**src/rtl/uart_sleep_pkg.sv**
```systemverilog
package uart_sleep_pkg;

    localparam int IER_W      = 8;
    localparam int DELTA_W    = 4;
    localparam int REQ_POS_LO = 4;
    localparam int REQ_POS_HI = 5;
    localparam int POS_W      = $clog2(IER_W);

    typedef enum logic [1:0] {
        CM_STD   = 2'b00,
        CM_WIDE  = 2'b01,
        CM_ENH   = 2'b10,
        CM_SPARE = 2'b11
    } cmode_t;

    typedef struct packed {
        logic tx_shift_empty;
        logic tx_fifo_empty;
        logic sin_high;
        logic rx_idle;
        logic rx_fifo_empty;
        logic no_loopback;
        logic deltas_clear;
        logic no_irq;
    } idle_vec_t;

    localparam int N_COND = $bits(idle_vec_t);

    function automatic logic [POS_W-1:0] req_pos(input cmode_t m);
        return (m == CM_WIDE) ? POS_W'(REQ_POS_HI) : POS_W'(REQ_POS_LO);
    endfunction

endpackage

```
**src/rtl/uart_sleep_reqreg.sv**
```systemverilog
module uart_sleep_reqreg
    import uart_sleep_pkg::*;
(
    input  logic             clk,
    input  logic             rst,
    input  cmode_t           mode,
    input  logic             wr,
    input  logic [IER_W-1:0] wdata,
    input  logic             asleep,
    output logic             req_eff,
    output logic [IER_W-1:0] rdata
);
    logic [IER_W-1:0] ier_q;
    logic [POS_W-1:0] pos;

    assign pos = req_pos(mode);

    always_ff @(posedge clk) begin
        if (rst)
            ier_q <= '0;
        else if (wr)
            ier_q <= wdata;
    end

    // Request as seen at the next edge: a write in flight wins.
    assign req_eff = wr ? wdata[pos] : ier_q[pos];

    always_comb begin
        for (int i = 0; i < IER_W; i++)
            rdata[i] = (i == int'(pos)) ? asleep : ier_q[i];
    end
endmodule

```
**src/rtl/uart_sleep_idle.sv**
```systemverilog
module uart_sleep_idle
    import uart_sleep_pkg::*;
(
    input  logic               tx_shift_empty,
    input  logic               tx_fifo_empty,
    input  logic               sin,
    input  logic               rx_idle,
    input  logic               rx_fifo_empty,
    input  logic               loopback,
    input  logic [DELTA_W-1:0] modem_delta,
    input  logic               irq_pending,
    output logic               all_idle
);
    idle_vec_t        cond;
    logic [DELTA_W:0] delta_or;

    assign delta_or[0] = 1'b0;
    for (genvar g = 0; g < DELTA_W; g++) begin : g_delta
        assign delta_or[g+1] = delta_or[g] | modem_delta[g];
    end

    always_comb begin
        cond.tx_shift_empty = tx_shift_empty;
        cond.tx_fifo_empty  = tx_fifo_empty;
        cond.sin_high       = sin;
        cond.rx_idle        = rx_idle;
        cond.rx_fifo_empty  = rx_fifo_empty;
        cond.no_loopback    = ~loopback;
        cond.deltas_clear   = ~delta_or[DELTA_W];
        cond.no_irq         = ~irq_pending;
    end

    assign all_idle = &cond;
endmodule

```
**src/rtl/uart_sleep_state.sv**
```systemverilog
module uart_sleep_state (
    input  logic clk,
    input  logic rst,
    input  logic req,
    input  logic idle,
    input  logic irda,
    output logic asleep
);
    logic asleep_q;

    always_ff @(posedge clk) begin
        if (rst)
            asleep_q <= 1'b0;
        else
            asleep_q <= req & idle & ~irda;
    end

    assign asleep = asleep_q;
endmodule

```
**src/rtl/uart_sleep_ctrl.sv**
```systemverilog
module uart_sleep_ctrl
    import uart_sleep_pkg::*;
(
    input  logic               clk,
    input  logic               rst,
    input  logic [1:0]         cmode,
    input  logic               irda_mode,
    input  logic               ier_wr,
    input  logic [IER_W-1:0]   ier_wdata,
    output logic [IER_W-1:0]   ier_rdata,
    input  logic               tx_shift_empty,
    input  logic               tx_fifo_empty,
    input  logic               sin,
    input  logic               rx_idle,
    input  logic               rx_fifo_empty,
    input  logic               loopback,
    input  logic [DELTA_W-1:0] modem_delta,
    input  logic               irq_pending,
    output logic               sleep_o
);
    logic req_eff;
    logic all_idle;
    logic asleep;

    uart_sleep_reqreg u_req (
        .clk    (clk),
        .rst    (rst),
        .mode   (cmode_t'(cmode)),
        .wr     (ier_wr),
        .wdata  (ier_wdata),
        .asleep (asleep),
        .req_eff(req_eff),
        .rdata  (ier_rdata)
    );

    uart_sleep_idle u_idle (
        .tx_shift_empty(tx_shift_empty),
        .tx_fifo_empty (tx_fifo_empty),
        .sin           (sin),
        .rx_idle       (rx_idle),
        .rx_fifo_empty (rx_fifo_empty),
        .loopback      (loopback),
        .modem_delta   (modem_delta),
        .irq_pending   (irq_pending),
        .all_idle      (all_idle)
    );

    uart_sleep_state u_state (
        .clk   (clk),
        .rst   (rst),
        .req   (req_eff),
        .idle  (all_idle),
        .irda  (irda_mode),
        .asleep(asleep)
    );

    assign sleep_o = asleep;
endmodule

```
**config.mk**
```make
export PLATFORM = sky130hd
export DESIGN_NAME = uart_sleep_ctrl
export DESIGN_NICKNAME = d
export VERILOG_FILES = /design/src/rtl/uart_sleep_pkg.sv /design/src/rtl/uart_sleep_reqreg.sv /design/src/rtl/uart_sleep_idle.sv /design/src/rtl/uart_sleep_state.sv /design/src/rtl/uart_sleep_ctrl.sv
export SDC_FILE = /design/constraint.sdc
export NUM_CORES = 1
export LEC_CHECK = 0
export CAP_MARGIN = 0
export CORE_UTILIZATION = 30
export DETAILED_ROUTE_END_ITERATION = 8
export PLACE_DENSITY = 0.86
export SLEW_MARGIN = 20
export SYNTH_ARGS = -nofsm -noshare
export SYNTH_HDL_FRONTEND = slang
export SYNTH_SLANG_ARGS = --single-unit
```
**constraint.sdc**
```tcl
create_clock -name clk -period 2.4 [get_ports clk]
set_input_delay 0.6 -clock clk [delete_from_list [all_inputs] [get_ports clk]]
set_output_delay 0.6 -clock clk [all_outputs]
set_load 0.02 [all_outputs]
```
# After elaboration in Yosys (flattened, before gate mapping)
# Index checks and enable logic that the tools add are counted.
# Widths: inputs -> output; s select.
[classes] n_eq_ne=8 n_mux=14 order_cmp=1 n_bitwise=9 n_reduce_logical=2
[ops] op="$eq 3x3->1 const A" n=4
[ops] op="$mux 1" n=12
[ops] op="$reduce_and 8->1" n=1
[ops] op="$bmux 1 s3" n=2
[ops] op="$eq 2x3->1 const A" n=2
[ops] op="$lt 3x4->1 const B" n=1
[ops] op="$not 1->1" n=4
[ops] op="$eq 1x3->1 const A" n=1
[ops] op="$logic_not 3->1" n=1
[ops] op="$or 1x1->1" n=3
[ops] op="$and 1x1->1" n=2
[ops] op="$eq 2x1->1 const B" n=1
[word_totals] reg_bits=9 word_cells=36 inputBits=25 out_inout_bits=9

# Longest topological paths before layout
# Gate-level depths: netlist (run 1).
[logic_depth] depth_word=7 mapped_depth=4 mapped_depth_nobuf=3

# Cells and area by module
# Synthesis (run 1) repeated with hierarchy kept, for this count alone.
[hier_totals] cells_unflattened=42 area_unflattened_um2=451.7
[by_module_without_submodules] mod="uart_sleep_reqreg" area_per_inst_um2=381.6 instances=1 cells_per_inst=36 seq_area_each_um2=160.2
[by_module_without_submodules] mod="uart_sleep_idle" area_per_inst_um2=37.5 instances=1 cells_per_inst=4 seq_area_each_um2=0.0
[by_module_without_submodules] mod="uart_sleep_state" area_per_inst_um2=32.5 instances=1 cells_per_inst=2 seq_area_each_um2=20.0

# Least setup slack after synthesis (run 1)
# OpenSTA, ideal clock, no wires.
[synth_path] path_type="input to output" from="input port cmode[1]" to="output port ier_rdata[4]" required_ns=1.800 path_buffers=0 cell_stages=2 slack_ns=0.670 arrival_time_ns=1.130 cell_sequence="nand2b_1 mux2_2"
[synth_between] elab_chain_len=4
[synth_lines] element="start, declared" line_no="uart_sleep_ctrl.sv:6" text="input logic [1:0] cmode,"
[synth_lines] element="$eq 2x1->1" line_no="uart_sleep_pkg.sv:30" text="return (m == CM_WIDE) ? POS_W'(REQ_POS_HI) : POS_W'(REQ_POS_LO);"
[synth_lines] element="$mux 1" line_no="uart_sleep_pkg.sv:30"
[synth_lines] element="$eq 3x3->1" line_no="uart_sleep_reqreg.sv:30" text="rdata[i] = (i == int'(pos)) ? asleep : ier_q[i];"
[synth_lines] element="$mux 1" line_no="uart_sleep_reqreg.sv:30"
[synth_lines] element="end, declared" line_no="uart_sleep_ctrl.sv:10" text="output logic [IER_W-1:0] ier_rdata,"
# No other way between the ends.

# Final worst setup path (run 1)
[layout_path] from="input port cmode[1]" to="output port ier_rdata[5]"
# The elaborated chain is that of the path after synthesis.

==> results of run 1 <==
==> repair_timing <==
| item | CTS | global route |
|---|---|---|
| setup buffers | 0 | 0 |
| endpoints found under the setup margin | 2 | 2 |
| resized for setup | 7 | 2 |
==> worst max path at each step <==
stage / from / end / slack [ps] / depth (start not counted)
floorplan: cmode[1] / ier_rdata[4] / 670 / 2
global placement: cmode[1] / ier_rdata[4] / -260 / 4
detailed placement: cmode[1] / ier_rdata[5] / -300 / 4
CTS: cmode[1] / ier_rdata[5] / 30 / 4
global route: cmode[1] / ier_rdata[5] / 70 / 4
finish: cmode[1] / ier_rdata[5] / 110 / 4
==> cell usage in the layout (no fill, tap or decap) <==
master / count
nor4b_1: 1
nand2_1: 1
dfxtp_1: 9
clkbuf_4: 3
mux2_2: 3
clkbuf_1: 1
nor2_1: 8
nor3_1: 1
mux2i_1: 8
buf_2: 2
nor3_2: 1
nor4bb_1: 1
nand2b_4: 1
clkdlybuf4s50_1: 31
buf_4: 2
nand3_1: 1
==> where the power goes <==
group	internal [mW]	switching (mW)
registers	0.157	0.00356
logic	0.0595	0.0296
clock network	0.0640	0.0515
total	0.281	0.0846
==> synth_stat cells <==
cell,instances
nor2_1,8
nand3_1,1
buf_6,1
mux2i_1,8
dfxtp_1,9
clkbuf_1,1
nor3_2,1
nand2b_1,1
nand2_1,1
mux2_2,3
nor3_1,1
buf_4,6
nor4b_1,1
nor4bb_1,1
==> critical path: stages <==
cell	delay, ps
clkdlybuf4s50_1	470
nand2b_4	140
mux2_2	320
buf_2	160
==> layout make-up <==
| class | count | area [sq um] |
|---|---|---|
| Tap cell | 15 | 18.8 |
| Sequential cell | 9 | 180 |
| Timing Repair Buffer | 35 | 335 |
| Fill cell | 121 | 557 |
| Clock buffer | 4 | 26.3 |
| Multi-Input combinational cell | 26 | 200 |
==> registers in the layout, summed over array words and instances, names as in the netlist <==
| name | flops |
|---|---|
| u_req.ier_q | 8 |
| u_state.asleep | 1 |
==> cell families (layout without fill, tap and decap cells) <==
| kind of cell | count (synthesis) | count (layout) |
|---|---|---|
| buffers and inverters | 8 | 39 |
| DFF | 9 | 9 |
| and+or+nand+nor | 15 | 15 |
| muxes | 11 | 11 |
==> layer usage <==
layer	global-route usage	wire [microns]	up-vias
met4	0.0776	0	0
met2	0.254	485	26
met3	0.100	111	0
li1	-	-	203
met5	0	0	-
met1	0.134	345	177
==> metrics.log, run 1 <==
INFO  metric outcome = completed
INFO  metric i_o_buffers = 33
INFO  metric layout.core_utilization = 0.577
INFO  metric drt_first_iter_violations = 3
INFO  metric clkSinkCount = 9
INFO  metric area_growth_syn_to_layout = 75.7%
INFO  metric detailroute.via_count = a little over 400
INFO  metric floorplan.die_area = between 1500 and 2000 sq um
INFO  metric post-route-cell-area = 761 sq um
INFO  metric synth.lib_cells_used.distinct = 14
INFO  metric yosys.area_share.adder = 0
INFO  metric synthTopCellsByArea = dfxtp_1, mux2i_1, buf_4, mux2_2, nor2_1
INFO  metric ioPinCount = 34
INFO  metric synth_top_cell_by_area = dfxtp_1
INFO  metric final.setup.tns = 0 ps
INFO  metric holdPathEnd = u_req.ier_q[3]
INFO  metric critPathKind = input port to output port
INFO  metric worst_slack = approximately 110 ps
INFO  metric grt_pass1_wl = 1500 microns
INFO  metric synth-xor-area-share = 0
INFO  metric detailedPlace.worstSlack = -297 ps
INFO  metric cts_hold_buffers = 0
INFO  metric clkSlewWorstSetupHoldPaths = about 60 ps
INFO  metric n_antenna_cell = 0
INFO  metric clock.fmax = about 440 MHz
INFO  metric power.density_cell_area = between 400 and 500 nW/um^2
INFO  metric wire_per_inst = 10.6 microns
INFO  metric synth-compound-area-share = 0
INFO  metric endpoint_kind = output port
INFO  metric largest_family_of_logic_cells_by_synthesized_area = multiplexers
INFO  metric timing.critical_path.arrival = roughly 1700 ps
INFO  metric die_height = approximately 40 microns
INFO  metric initial_core_util = 0.329
INFO  metric syn-cell-area = roughly 430 sq um
INFO  metric maxSlewViolCount = 0
INFO  metric slew_headroom = 0.780
INFO  metric hold_class = register to register
INFO  metric placementRows = 13
INFO  metric power = between 0.3 and 0.4 mW
INFO  metric synth_fp_nets = between 60 and 70
INFO  metric placedInstanceArea = about 740 sq um
INFO  metric final_min_period_over_clock_period = 0.952
INFO  metric fin_nets = 100
INFO  metric source_to_sink_clock_delay_at_the_later_pin_of_the_worst_skew_pair = roughly 260 ps
INFO  metric cts_buffers = 3
INFO  metric rrSetupSlack = between 1500 and 2000 ps
INFO  metric critPathLaunchType = input port
INFO  metric critical_path.reg2reg.startpoint = u_req.ier_q[5]
INFO  metric cts.path.max_buffers = 2
INFO  metric layout_cells_sized_above_1 = 0.162
INFO  metric first_global_vias = between 300 and 400
INFO  metric hold_viol_final = 0
INFO  metric min_period = 2290 ps
INFO  metric cts_tree = built
INFO  metric drc = 0
INFO  metric synth_mux_area_frac = 0.263
INFO  metric synth_simple_gate_area_share = 0.182
INFO  metric globalRouteOverflowTotal = 0
INFO  metric ctsRootBufferMaster = clkbuf_4
INFO  metric setup_viol_count_final = 0
INFO  metric min_from = u_req.ier_q[3]
INFO  metric grt.total_usage = 0.150
INFO  metric dp_cells = between 80 and 90
INFO  metric drt-pass1-iter-count = 4
INFO  metric die_w = between 30 and 40 microns
INFO  metric maxCapViolCount = 0
INFO  metric p_leak = between 0.3 and 0.4 nW
INFO  metric timing.hold.ws = 490 ps
INFO  metric tightestPinTransition = roughly 330 ps
INFO  metric syn_inst = 43
INFO  metric grt_max_degree = 10
INFO  metric ys_ff_latch = 9
INFO  metric netlist.area_leader.share = 0.416
INFO  metric stdcell_count = 89
INFO  metric drt.antenna.violating_nets = 0
INFO  metric route.final.wire_length = between 900 and 1000 microns
INFO  metric worstPathRequired = between 1500 and 2000 ps
INFO  metric grt_antenna_before_repair = 0
INFO  metric endpoint_of_the_worst_slack_reg_to_reg_timing_path = u_state.asleep
INFO  metric core-area = about 1300 sq um
INFO  metric min_path_cells = 2
INFO  metric yosys_warnings = 0
INFO  metric globalplace.congestion = approximately 0.54
INFO  metric cts.htree.levels = 1
INFO  metric post_drt_via_cell_ratio = 4.56
INFO  metric worst-r2r-cell-count = 3
INFO  metric worstPathMaxFanout = 3
INFO  metric clock_skew = 1.43 ps
INFO  metric post_synth.cell_area_avg = 10.1 sq um
INFO  metric rsz0062_at_grt = false
INFO  metric sequential_cell_area_fraction_in_the_yosys_report = 0.416
INFO  metric max-vdd-ir-drop = a little under 400 uV
No activity file was read; power rests on OpenSTA's default activity.
==> inputs of run 2 (changes only) <==
--- a/config.mk
+++ b/config.mk
@@ -8,8 +8,9 @@
 export CAP_MARGIN = 0
 export CORE_UTILIZATION = 30
 export DETAILED_ROUTE_END_ITERATION = 8
-export PLACE_DENSITY = 0.86
+export PLACE_DENSITY = 0.85
 export SLEW_MARGIN = 20
 export SYNTH_ARGS = -nofsm -noshare
 export SYNTH_HDL_FRONTEND = slang
+export SYNTH_HIERARCHICAL = 1
 export SYNTH_SLANG_ARGS = --single-unit
==> run 2 against run 1 <==
  * Total power rose by 0.68%
  * Maximum frequency down 1.2%
  * Sequential power hardly changed
  * Largest power group unchanged
  * Highest routed layer is now met4
==> metrics.log, run 2 <==
INFO  metric outcome = completed
INFO  metric min_period = around 2300 ps
INFO  metric dp_cells = 84
INFO  metric drt.antenna.violating_nets = 0
INFO  metric synthTopCellsByArea = dfxtp_1, mux2i_1, buf_4, nor2_1, and4bb_1
INFO  metric dp.final_hpwl = roughly 910 microns
INFO  metric ys_ff_latch = 9
INFO  metric endpoint_of_the_worst_slack_reg_to_reg_timing_path = u_state/asleep
INFO  metric clkSlewWorstSetupHoldPaths = approximately 60 ps
INFO  metric core-area = approximately 1400 sq um
INFO  metric drt-pass1-iter-count = 2
INFO  metric initial_core_util = 0.335
INFO  metric max_flop_register = u_req/ier_q
INFO  metric maxCapViolCount = 0
INFO  metric die_height = about 41 microns
INFO  metric worstPathRequired = around 1800 ps
INFO  metric synth_top_cell_by_area = dfxtp_1
INFO  metric placementRows = 13
INFO  metric most-common-layout-cells = clkdlybuf4s50_1, nor2_1, dfxtp_1
INFO  metric layout.core_utilization = 0.577
INFO  metric synth-main-ff-cell = dfxtp_1
INFO  metric source_to_sink_clock_delay_at_the_later_pin_of_the_worst_skew_pair = approximately 260 ps
INFO  metric die_w = around 41 microns
INFO  metric clkSinkCount = 9
INFO  metric slew_headroom = 0.785
INFO  metric crit_path_max_incr_delay = about 460 ps
INFO  metric i_o_buffers = 33
INFO  metric route.final.wire_length = 1080 microns
INFO  metric drc = 0
INFO  metric post_drt_via_cell_ratio = 4.60
INFO  metric n_antenna_cell = 0
INFO  metric cts_buffers = 3
INFO  metric cts.path.max_buffers = 2
INFO  metric path_cells = clkdlybuf4s50_1, nor2b_4, mux2_2, buf_2
INFO  metric final_min_period_over_clock_period = 0.964
INFO  metric syn-cell-area = roughly 450 sq um
INFO  metric synth_fp_nets = between 60 and 70
INFO  metric first_global_vias = about 440
INFO  metric floorplan.die_area = 1660 sq um
INFO  metric grt.total_usage = 0.176
INFO  metric ys_async_sr_fraction = 0
INFO  metric critPathKind = input port to output port
INFO  metric ctsRootBufferMaster = clkbuf_4
INFO  metric worstPathMaxFanout = 3
INFO  metric wire_per_inst = approximately 12 microns
INFO  metric endpoint_kind = output port
INFO  metric cts_post_setup_buffers_inserted = 0
INFO  metric worst-r2r-cell-count = 2
INFO  metric fillers = between 100 and 150
INFO  metric detailedPlace.worstSlack = -382 ps
INFO  metric area_growth_syn_to_layout = 72.6%
INFO  metric crit_path_start = cmode[0]
INFO  metric syn_inst = 42
INFO  metric drt_first_iter_violations = 3
INFO  metric hold_viol_final = 0
INFO  metric critical_path_slowest_stage_cell = clkdlybuf4s50_1
INFO  metric timing.critical_path.arrival = around 1700 ps
INFO  metric clock_skew = approximately 4.9 ps
INFO  metric largest_register_ff_count = 8
INFO  metric p_leak = ~0.34 nW
INFO  metric fin_nets = about 100
INFO  metric ioPinCount = 34
INFO  metric grt_max_degree = 10
INFO  metric detailroute.via_count = 405
INFO  metric cts.htree.levels = 1
INFO  metric critPathLaunchType = input port
INFO  metric yosys_warnings = 6
INFO  metric crit_path_end = ier_rdata[5]
INFO  metric globalRouteOverflowTotal = 0
INFO  metric max-vdd-ir-drop = between 150 and 200 uV
INFO  metric rsz0062_at_grt = false
INFO  metric worst_slack = just under 90 ps
INFO  metric clock.fmax = approximately 430 MHz
INFO  metric globalplace.congestion = 0.702
INFO  metric critical_path_buf_inv_count = 2
INFO  metric maxSlewViolCount = 0
INFO  metric hold_class = register to register
INFO  metric sequential_cell_area_fraction_in_the_yosys_report = 0.399
INFO  metric netlist.area_leader.share = 0.399
INFO  metric power = 0.368 mW
INFO  metric tightestPinTransition = ~320 ps
INFO  metric power.density_cell_area = 472 nW/um^2
INFO  metric setup_viol_count_final = 0
INFO  metric stdcell_count = 88
INFO  metric mostFrequentLayoutCell = clkdlybuf4s50_1
INFO  metric rrSetupSlack = between 1000 and 1500 ps
INFO  metric cp.depth = 4
INFO  metric yosys-top-cells-count = dfxtp_1, nor2_1, mux2i_1
INFO  metric critical_path.reg2reg.startpoint = u_req/ier_q[5]
INFO  metric layout_cells_sized_above_1 = 0.164
INFO  metric cp_top_family = buffers and inverters
INFO  metric synth.lib_cells_used.distinct = 12
INFO  metric post_synth.cell_area_avg = 10.8 sq um
INFO  metric grt_antenna_before_repair = 0
INFO  metric count_of_flip_flops_with_a_built_in_enable_after_synthesis = 0
INFO  metric cts_tree = built
INFO  metric grt_pass1_wl = between 1500 and 2000 microns
-- run 2: logic make-up after synthesis --
logic type,synth area share
buffers and inverters,0.133
flip-flops,0.399
multiplexers,0.277
AND/OR/NAND/NOR,0.191
-- run 2: layout make-up --
class / instances / area (sq um) / area share
well taps: 15 / 18.8 / 0.0241
repair buffers: 35 / 335 / 0.430
flip-flops and latches: 9 / 180 / 0.231
clock buffers: 4 / 26.3 / 0.0337
multi-input cells: 25 / 219 / 0.281
-- run 2: report_power, final --
| part | total, mW | switching, mW | internal (mW) | leakage [nW] |
|---|---|---|---|---|
| sequential | 0.162 | 0.00432 | 0.157 | 0.0741 |
| combinational | 0.0906 | 0.0296 | 0.0610 | 0.247 |
| clock | 0.116 | 0.0517 | 0.0640 | 0.0150 |
-- run 2: repair_timing --
action,4_1_cts,5_1_grt
resized for setup,10,0
setup endpoints to repair,2,0
hold endpoints to repair,0,0
hold buffers,0,0
-- run 2: how the worst min path moves through the flow --
stage	from	endpoint	slack, ps	cells past startpoint
after floorplan	u_req/ier_q[0]	u_req/ier_q[0]	460	2
after global placement	u_req/ier_q[7]	u_req/ier_q[7]	470	2
after detailed placement	u_req/ier_q[3]	u_req/ier_q[3]	490	2
after CTS	u_req/ier_q[0]	u_req/ier_q[0]	510	2
after global routing	u_req/ier_q[1]	u_req/ier_q[1]	540	2
final	u_req/ier_q[0]	u_req/ier_q[0]	510	2
-- run 2: layer usage --
layer	global-route usage	vias to the layer above	wire, microns
li1	-	200	-
met1	0.129	183	361
met2	0.340	20	629
met3	0.0815	2	72
met4	0.125	0	19
met5	0	-	0
-- run 2: worst min-delay path, stage by stage (launching register included) --
cell and delay [ps]:
dfxtp_1 320, mux2i_1 60, nor2_1 80
-- run 2: stage by stage --
step                instance area (sq um)  TNS [ps]  hold WS, ps
floorplan                             452         0          462
global placement                      756      -686          472
detailed placement                    756      -742          489
CTS                                   779         0          511
global route                          779         0          540
finish                                779         0          505
==> inputs of run 3 (changes only) <==
--- a/config.mk
+++ b/config.mk
@@ -6,9 +6,10 @@
 export NUM_CORES = 1
 export LEC_CHECK = 0
 export CAP_MARGIN = 0
-export CORE_UTILIZATION = 30
+export CORE_MARGIN = 2
+export CORE_UTILIZATION = 34
 export DETAILED_ROUTE_END_ITERATION = 8
-export PLACE_DENSITY = 0.85
+export PLACE_DENSITY = 0.93
 export SLEW_MARGIN = 20
 export SYNTH_ARGS = -nofsm -noshare
 export SYNTH_HDL_FRONTEND = slang
==> run 3 against run 2 <==
  * Via count is 0.49% lower
  * Core utilization is 3.7 points higher
  * Total power is 1.1% lower
  * Combinational power is 0.4% lower
  * Setup slack better by 5.3 ps
  * Non-clock buffer count stayed put
  * Sequential power hardly changed
  * Wire length is 0.83% lower
  * Worst hold slack worse by 14 ps
  * Maximum frequency is 0.23% higher
  * Clock skew is 4.9 ps lower
  * Flip-flop and latch count stayed put
  * Largest power group unchanged
  * Highest routed layer unchanged
==> metrics.log, run 3 (synthesis gave the netlist of run 2 again) <==
INFO  metric outcome = completed
INFO  metric cts_buffers = 3
INFO  metric placedInstanceArea = ~760 sq um
INFO  metric i_o_buffers = 33
INFO  metric layout_cells_sized_above_1 = 0.164
INFO  metric critPathKind = input port to output port
INFO  metric clock.fmax = ~430 MHz
INFO  metric drc = 0
INFO  metric path_cells = clkdlybuf4s50_1, nor2b_4, mux2_2, buf_2
INFO  metric clkSlewWorstSetupHoldPaths = 60 ps
INFO  metric post_drt_via_cell_ratio = approximately 4.6
INFO  metric core-area = around 1300 sq um
INFO  metric max-vdd-ir-drop = roughly 180 uV
INFO  metric grt_max_degree = 10
INFO  metric placementRows = 13
INFO  metric first_global_vias = 419
INFO  metric globalRouteOverflowTotal = 0
INFO  metric rrSetupSlack = around 1300 ps
INFO  metric tightestPinTransition = around 320 ps
INFO  metric cp.depth = 4
INFO  metric power_report.internal_total = around 0.28 mW
INFO  metric cp_top_family = buffers and inverters
INFO  metric final_min_period_over_clock_period = 0.961
INFO  metric ioPinCount = 34
INFO  metric cts.path.max_buffers = 2
INFO  metric slew_headroom = 0.788
INFO  metric worstPathRequired = between 1500 and 2000 ps
INFO  metric n_antenna_cell = 0
INFO  metric source_to_sink_clock_delay_at_the_later_pin_of_the_worst_skew_pair = between 200 and 300 ps
INFO  metric max_flop_register = u_req/ier_q
INFO  metric mostFrequentLayoutCell = clkdlybuf4s50_1
INFO  metric pwr-share-seq = 0.445
INFO  metric cts.htree.levels = 1
INFO  metric critical_path.reg2reg.startpoint = u_req/ier_q[5]
INFO  metric critPathLaunchType = input port
INFO  metric drt.antenna.violating_nets = 0
INFO  metric cts_hold_buffers = 0
INFO  metric floorplan.die_area = between 1500 and 2000 sq um
INFO  metric detailroute.via_count = between 400 and 500
INFO  metric die_w = around 40 microns
INFO  metric timing.hold.ws = between 400 and 500 ps
INFO  metric clockPowerShare = 0.308
INFO  metric critical_path_buf_inv_count = 2
INFO  metric p_leak = 0.337 nW
INFO  metric crit_path_max_incr_delay = between 400 and 500 ps
INFO  metric maxCapViolCount = 0
INFO  metric area_growth_syn_to_layout = 72.6%
INFO  metric min_period = roughly 2300 ps
INFO  metric globalplace.congestion = roughly 0.74
INFO  metric setup_viol_count_final = 0
INFO  metric power = about 0.36 mW
INFO  metric drt_first_iter_violations = 1
INFO  metric drt-pass1-iter-count = 2
INFO  metric combPwrFrac = 0.248
INFO  metric crit_path_start = cmode[0]
INFO  metric clock_skew = between 0.02 and 0.025 ps
INFO  metric timing.critical_path.arrival = about 1700 ps
INFO  metric cts_tree = built
INFO  metric cts_post_setup_buffers_inserted = 0
INFO  metric most-common-layout-cells = clkdlybuf4s50_1, nor2_1, dfxtp_1
INFO  metric worst-r2r-cell-count = 2
INFO  metric clkSinkCount = 9
INFO  metric power.share.switching = 0.224
INFO  metric ctsRootBufferMaster = clkbuf_4
INFO  metric fin_nets = just under 100
INFO  metric power.density_cell_area = approximately 470 nW/um^2
INFO  metric hold_viol_final = 0
INFO  metric worstPathMaxFanout = 3
INFO  metric grt_antenna_before_repair = 0
INFO  metric route.final.wire_length = 1070 microns
INFO  metric post-route-cell-area = between 700 and 800 sq um
INFO  metric rsz0062_at_grt = false
INFO  metric critical_path_slowest_stage_cell = clkdlybuf4s50_1
INFO  metric crit_path_end = ier_rdata[4]
INFO  metric min_path_cells = 2
INFO  metric largest_register_ff_count = 8
INFO  metric maxSlewViolCount = 0
INFO  metric initial_core_util = 0.356
INFO  metric hold_class = register to register
INFO  metric switching_power = just over 0.08 mW
INFO  metric endpoint_of_the_worst_slack_reg_to_reg_timing_path = u_state/asleep
INFO  metric wire_per_inst = around 12 microns
INFO  metric endpoint_kind = output port
INFO  metric grt_pass1_wl = approximately 1700 microns
INFO  metric die_height = 40.5 microns
INFO  metric grt.total_usage = 0.171
run 3: cell counts in the layout (fill, tap and decap cells not counted):
Identical to the previous run, type by type.
run 3: worst min-delay path by stage:
stage	startpoint	slack [ps]	endpoint
6_report	u_req/ier_q[1]	490	u_req/ier_q[1]
5_1_grt	u_req/ier_q[1]	530	u_req/ier_q[1]
4_1_cts	u_req/ier_q[6]	500	u_req/ier_q[6]
3_5_place_dp	u_req/ier_q[6]	480	u_req/ier_q[6]
3_3_place_gp	u_req/ier_q[6]	470	u_req/ier_q[6]
2_1_floorplan	u_req/ier_q[0]	460	u_req/ier_q[0]
run 3: final cells by class:
type,instances,area (sq um)
clock buffer,4,26.3
fill,112,489
multi-input combinational,25,219
sequential,9,180
tap,15,18.8
timing repair buffer,35,335
run 3: through the flow:
| stage | setup TNS (ps) | worst slack, ps | utilization | cells |
|---|---|---|---|---|
| 2_1_floorplan | 0 | 582 | - | 42 |
| 5_1_grt | 0 | 48.2 | 0.614 | 88 |
| 3_5_place_dp | -737 | -373 | 0.596 | 84 |
| 6_report | 0 | 92.5 | 0.614 | 88 |
| 3_3_place_gp | -690 | -346 | 0.596 | 84 |
| 4_1_cts | 0 | 90.8 | 0.614 | 88 |
run 3: repair_timing:
action,CTS,global route
hold endpoints to repair,0,0
setup endpoints to repair,2,0
gates resized for setup,10,0
run 3: worst reg2reg max path: stages, from the launching register on:
cell      delay [ps]
dfxtp_1          320
mux4_2           470
and4bb_2         240
run 3: power by group through the flow:
stage	clock, mW	combinational, mW	sequential (mW)
after global routing	0.124	0.0971	0.162
after CTS	0.117	0.0913	0.162
after floorplan	0	0.0428	0.164
after detailed placement	0	0.0909	0.165
final	0.112	0.0902	0.162
after global placement	0	0.0883	0.165
run 3: per-layer routing:
metal	track usage	part of all wire	vias to the layer above
li1	-	-	203
met1	0.130	0.30	180
met2	0.333	0.59	16
met3	0.0333	0.065	4
met4	0.175	0.040	0
met5	0	0	-
